## config.mk

```make
export PLATFORM = sky130hd
export DESIGN_NAME = mpc_top
export DESIGN_NICKNAME = d
export VERILOG_FILES = /design/src/rtl/mpc_pkg.sv /design/src/rtl/mpc_wr_decode.sv /design/src/rtl/mpc_addr_store.sv /design/src/rtl/mpc_core_slot.sv /design/src/rtl/mpc_top.sv
export SDC_FILE = /design/constraint.sdc
export NUM_CORES = 1
export LEC_CHECK = 0
export ABC_CLOCK_PERIOD_IN_PS = 2400
export CAP_MARGIN = 5
export CORE_AREA = 2 2 260 262
export CTS_BUF_LIST = sky130_fd_sc_hd__clkbuf_2
export DETAILED_ROUTE_END_ITERATION = 7
export DIE_AREA = 0 0 262 264
export DONT_BUFFER_PORTS = 1
export GPL_TIMING_DRIVEN = 0
export PLACE_DENSITY_LB_ADDON = 0.25
export SLEW_MARGIN = 40
export SYNTH_ARGS = -nofsm -noshare
export SYNTH_HDL_FRONTEND = slang
export SYNTH_SLANG_ARGS = --single-unit
```

## constraint.sdc

```tcl
create_clock -name clk -period 2.4 [get_ports clk]
set_clock_uncertainty 0.05 [all_clocks]
set_input_delay 0.24 -clock clk [delete_from_list [all_inputs] [get_ports clk]]
set_output_delay 0.24 -clock clk [all_outputs]
set_load 0.02 [all_outputs]
```

## src/rtl/mpc_pkg.sv

```systemverilog
package mpc_pkg;

    localparam int DW     = 64;
    localparam int ADDR_W = 6;

    typedef enum logic [ADDR_W-1:0] {
        OFF_SELF_ID = 6'h00,
        OFF_N_CORES = 6'h08,
        OFF_LAUNCH  = 6'h10,
        OFF_ENTRY   = 6'h18,
        OFF_STACK   = 6'h20,
        OFF_HOLD    = 6'h28,
        OFF_RESUME  = 6'h30
    } reg_off_e;

    localparam logic [1:0] SZ_WORD = 2'd2;

    typedef struct packed {
        logic          launch;
        logic          set_entry;
        logic          set_stack;
        logic          hold;
        logic          resume;
        logic [1:0]    size;
        logic [DW-1:0] val;
    } bus_cmd_t;

    // A 4-byte write of a value with bit 31 set and a clear upper half
    // is taken as a negative 32-bit address and widened.
    function automatic logic [DW-1:0] widen_addr(input logic [DW-1:0] v,
                                                 input logic [1:0] sz);
        if (sz == SZ_WORD && v[63:32] == 32'h0 && v[31])
            return {32'hFFFF_FFFF, v[31:0]};
        return v;
    endfunction

endpackage

```

## src/rtl/mpc_wr_decode.sv

```systemverilog
module mpc_wr_decode
    import mpc_pkg::*;
(
    input  logic              bus_wr,
    input  logic [ADDR_W-1:0] bus_addr,
    input  logic [1:0]        bus_size,
    input  logic [DW-1:0]     wr_data,
    output bus_cmd_t          cmd
);
    always_comb begin
        cmd.launch    = bus_wr && (bus_addr == OFF_LAUNCH);
        cmd.set_entry = bus_wr && (bus_addr == OFF_ENTRY);
        cmd.set_stack = bus_wr && (bus_addr == OFF_STACK);
        cmd.hold      = bus_wr && (bus_addr == OFF_HOLD);
        cmd.resume    = bus_wr && (bus_addr == OFF_RESUME);
        cmd.size      = bus_size;
        cmd.val       = wr_data;
    end
endmodule

```

## src/rtl/mpc_addr_store.sv

```systemverilog
module mpc_addr_store
    import mpc_pkg::*;
#(
    parameter logic [DW-1:0] RST_PC = 64'hFFFF_FFFF_BFC0_0000,
    parameter logic [DW-1:0] RST_SP = 64'hFFFF_FFFF_A000_7F00
) (
    input  logic          clk,
    input  logic          rst,
    input  bus_cmd_t      cmd,
    output logic [DW-1:0] entry_q,
    output logic [DW-1:0] stack_q
);
    always_ff @(posedge clk) begin
        if (rst) begin
            entry_q <= RST_PC;
            stack_q <= RST_SP;
        end else begin
            if (cmd.set_entry) entry_q <= widen_addr(cmd.val, cmd.size);
            if (cmd.set_stack) stack_q <= widen_addr(cmd.val, cmd.size);
        end
    end
endmodule

```

## src/rtl/mpc_core_slot.sv

```systemverilog
module mpc_core_slot
    import mpc_pkg::*;
#(
    parameter int   IDX      = 0,
    parameter logic RUN_INIT = 1'b0
) (
    input  logic          clk,
    input  logic          rst,
    input  bus_cmd_t      cmd,
    input  logic [DW-1:0] entry_q,
    input  logic [DW-1:0] stack_q,
    output logic          run,
    output logic          start,
    output logic [DW-1:0] pc,
    output logic [DW-1:0] sp
);
    // The full 64-bit compare makes every out-of-range index miss all slots.
    logic hit;
    assign hit = (cmd.val == DW'(IDX));

    always_ff @(posedge clk) begin
        if (rst) begin
            run   <= RUN_INIT;
            start <= 1'b0;
            pc    <= '0;
            sp    <= '0;
        end else begin
            start <= cmd.launch && hit;
            if (cmd.launch && hit) begin
                pc  <= entry_q;
                sp  <= stack_q;
                run <= 1'b1;
            end else if (cmd.resume && hit) begin
                run <= 1'b1;
            end else if (cmd.hold && !hit) begin
                run <= 1'b0;
            end
        end
    end
endmodule

```

## src/rtl/mpc_top.sv

```systemverilog
module mpc_top
    import mpc_pkg::*;
#(
    parameter int            NUM_CORES = 4,
    parameter int            CORE_W    = (NUM_CORES > 1) ? $clog2(NUM_CORES) : 1,
    parameter logic [63:0]   RST_PC    = 64'hFFFF_FFFF_BFC0_0000,
    parameter logic [63:0]   RST_SP    = 64'hFFFF_FFFF_A000_7F00
) (
    input  logic                     clk,
    input  logic                     rst,
    input  logic                     bus_wr,
    input  logic [5:0]               bus_addr,
    input  logic [1:0]               bus_size,
    input  logic [CORE_W-1:0]        bus_src_core,
    input  logic [63:0]              wr_data,
    output logic [63:0]              rd_data,
    output logic [NUM_CORES-1:0]     core_run,
    output logic [NUM_CORES-1:0]     core_start,
    output logic [NUM_CORES*64-1:0]  core_pc,
    output logic [NUM_CORES*64-1:0]  core_sp
);
    bus_cmd_t      cmd;
    logic [DW-1:0] entry_q;
    logic [DW-1:0] stack_q;

    mpc_wr_decode u_dec (
        .bus_wr   (bus_wr),
        .bus_addr (bus_addr),
        .bus_size (bus_size),
        .wr_data  (wr_data),
        .cmd      (cmd)
    );

    mpc_addr_store #(.RST_PC(RST_PC), .RST_SP(RST_SP)) u_store (
        .clk     (clk),
        .rst     (rst),
        .cmd     (cmd),
        .entry_q (entry_q),
        .stack_q (stack_q)
    );

    for (genvar i = 0; i < NUM_CORES; i++) begin : g_slot
        mpc_core_slot #(.IDX(i), .RUN_INIT(i == 0)) u_slot (
            .clk     (clk),
            .rst     (rst),
            .cmd     (cmd),
            .entry_q (entry_q),
            .stack_q (stack_q),
            .run     (core_run[i]),
            .start   (core_start[i]),
            .pc      (core_pc[DW*i +: DW]),
            .sp      (core_sp[DW*i +: DW])
        );
    end

    always_comb begin
        case (bus_addr)
            OFF_SELF_ID: rd_data = DW'(bus_src_core);
            OFF_N_CORES: rd_data = DW'(NUM_CORES);
            default:     rd_data = '0;
        endcase
    end
endmodule

```

==> metrics.txt <==
library cells used by synthesis 26; post-synthesis mux area share 0.214; die area between 60000 and 70000 um^2; FF+latch area roughly 13000 um^2; r2r startpoint g_slot[2].u_slot.run; post-synthesis async set-or-reset flop share 0; CP most frequent cell dlygate4sd3_1; dpl cell area 25500 um^2; sequential share of the synthesized area 0.541; post-synthesis cell count 2497; xor/xnor cell area share of the yosys netlist 0; Post-DP HPWL around 68 mm; Maximum Capacitance Violations 0; Synth Cell Area around 24000 um^2; crit path max fanout 9; Yosys Warn Count 0; ordered list of cells on the worst path dlygate4sd3_1, nor4_2, nand4_1, or4_4, or3_1, nor4_1, dlygate4sd3_1, dlygate4sd3_1; Worst-path clk slew 0.10 ns; simple-gate share of the synthesized area 0.160; Final Util 0.467; CTS Root Cell clkbuf_2; number of fill cells around 6300; adder-cell share of the synthesized area 0; Endpoint, Worst Hold u_store.entry_q[14]; final setup margin -0.108 ns; dpl ws -1.11 ns; Clock Path Buffers 3; Setup crit start kind input pin; first-pass GRT wire length ~140 mm; Register-to-Register Path Depth 5; fin crit share 1.04; vias per cell between 5 and 6; post-synthesis compound-gate area fraction 0.0259; Slew headroom 0.438; Initial Util 0.360; CP max stage cell or4_4; grt ovf 0; status complete, but fails checks; HP Class input pin to flip-flop; Via Count 20800; post-route design area 31100 um^2; final count of hold timing violations 101; initial antenna violation count 7; max-slew violation count 0; Initial DRC Count roughly 1200; Buffers on Ports 0; most frequent cells in the layout nand2_1 (773), dfxtp_1 (647), mux2i_1 (512); register bit count reported by yosys between 600 and 700; Final Non-Filler Cells 4121; CTS tree yes; Hold Crit Depth 2; area added between synthesis and finish 29.5%; leading cell type in the layout, fill and taps excluded nand2_1; # clock sinks 648; Chip Width about 260 um; vias in the first global route 21000; maximum VDD drop roughly 0.3 mV; Register-to-Register Setup Slack about 0.28 ns; post-route ant nets 0; combinational family with the most area after synthesis multiplexers; crit end category flip-flop; clk_lat worst skew between 1 and 1.5 ns; Placer Congestion roughly 0.86; Max stage delay on crit path between 0.6 and 0.7 ns; post-DR wirelength/cell 23.1 um; critical path required time between 3 and 4 ns; final WL about 95 mm; Nets roughly 3200; CTS buffer count 168; area of the multi-input gates roughly 9900 um^2; fmax 399 MHz; type of the worst setup path input pin to flip-flop; Avg Synthesized Cell Area 9.61 um^2; Post-CTS Setup Bufs 0; DRT Pass-1 Iters 5; hold path startpoint wr_data[14]; worst hold slack -0.946 ns; largest net degree at the start of global routing 17; Worst-Margin Slew about 0.84 ns; Final setup viols 91; gr usage total 0.266; core area roughly 67000 um^2; placed cell count 3437; row cnt 95; Synth Flop Type dfxtp_1; failing checks hold timing, setup timing; reg2reg end g_slot[2].u_slot.run; DR DRC count 0; fin crit period between 2 and 3 ns; Pleak roughly 0.015 uW; CTS H-tree lvls 4; Pwr per Cell Area slightly above 600 nW/um^2; io pins between 600 and 700; Post-synth EDFFs 0; Arr. time, crit path about 3.7 ns; layout cells sized above 1 0.127; Die Y between 200 and 300 um
[synth_stat cells (6+ instances only)]
master    number  share of area
nand2_1      774           0.12
dfxtp_1      648           0.54
mux2i_1      512           0.21
clkbuf_1     131          0.021
nor3_1        70          0.015
buf_4         69          0.022
nor2_1        67          0.010
o21ai_0       64          0.013
a21oi_1       46         0.0096
buf_6         28          0.013
nor4_1        20         0.0052
nand3_1       19         0.0040
buf_2         13         0.0027
buf_1          6        0.00094
[logic make-up after synthesis]
kind of cell,Yosys count
AOI/OAI and AO/OA,118
buffers and inverters,252
DFF,648
muxes,512
other,1
and+or+nand+nor,966
[what timing repair did]
action | 4_1_cts | 5_1_grt
hold buffers | 342 | 60
endpoints found under the hold margin | 545 | 216
setup endpoints to repair | 0 | 294
gates resized for setup | 0 | 28
[worst max path at each step]
stage,startpoint,endpoint,slack (ns),cells after the start
finish,wr_data[15],g_slot[0].u_slot.start,-0.11,8
global route,g_slot[0].u_slot.pc[27],core_pc[27],-0.03,0
floorplan,wr_data[48],g_slot[3].u_slot.pc[11],-0.002,8
CTS,wr_data[26],g_slot[2].u_slot.sp[45],0.003,11
detailed placement,wr_data[40],g_slot[3].u_slot.sp[34],-1.11,8
global placement,wr_data[40],g_slot[3].u_slot.sp[34],-1.55,8
[through the flow]
stage          hold WS [ns]  total power, uW  setup TNS, ns
6_report             -0.946            19100          -2.29
5_1_grt               -1.11            19900        -0.0789
3_3_place_gp          0.283            11700        -508.28
3_5_place_dp          0.289            11700        -348.32
4_1_cts               -1.17            19300              0
2_1_floorplan         0.268            11500        -0.0441
[metal layers]
layer	routed length, um	part of all wire	GRT usage	up-vias
met5	22	0.00023	0	-
met4	4470	0.047	0.122	4
met3	8520	0.089	0.0922	272
met2	45400	0.48	0.441	926
met1	36800	0.39	0.306	10100
li1	-	-	-	9505
[registers in the layout (all words and copies together), names as in the netlist]
register / count
g_slot.u_slot.run: 4
u_store.entry_q: 64
g_slot.u_slot.start: 4
g_slot.u_slot.sp: 256
g_slot.u_slot.pc: 256
u_store.stack_q: 64
[cell type report]
| type | count | area share |
|---|---|---|
| plain buffers | 243 | 0.0483 |
| inverters | 5 | 0.000604 |
| well taps | 873 | 0.0352 |
| clock inverters | 45 | 0.00862 |
| flip-flops and latches | 648 | 0.418 |
| repair buffers | 409 | 0.132 |
| diodes | 8 | 0.000644 |
| multi-input cells | 1657 | 0.319 |
| clock buffers | 233 | 0.0375 |
[power by group]
part / internal, uW / switching, uW
clock network: 2850 / 4680
logic: 231 / 627
registers: 10800 / 6.82
total: 13800 / 5320
[critical path, delay by kind of cell]
| kind | cells | cell delay [ns] |
|---|---|---|
| buffers and inverters | 3 | 1.74 |
| AND/OR/NAND/NOR | 5 | 1.71 |
(Power assumes the default switching activity.)
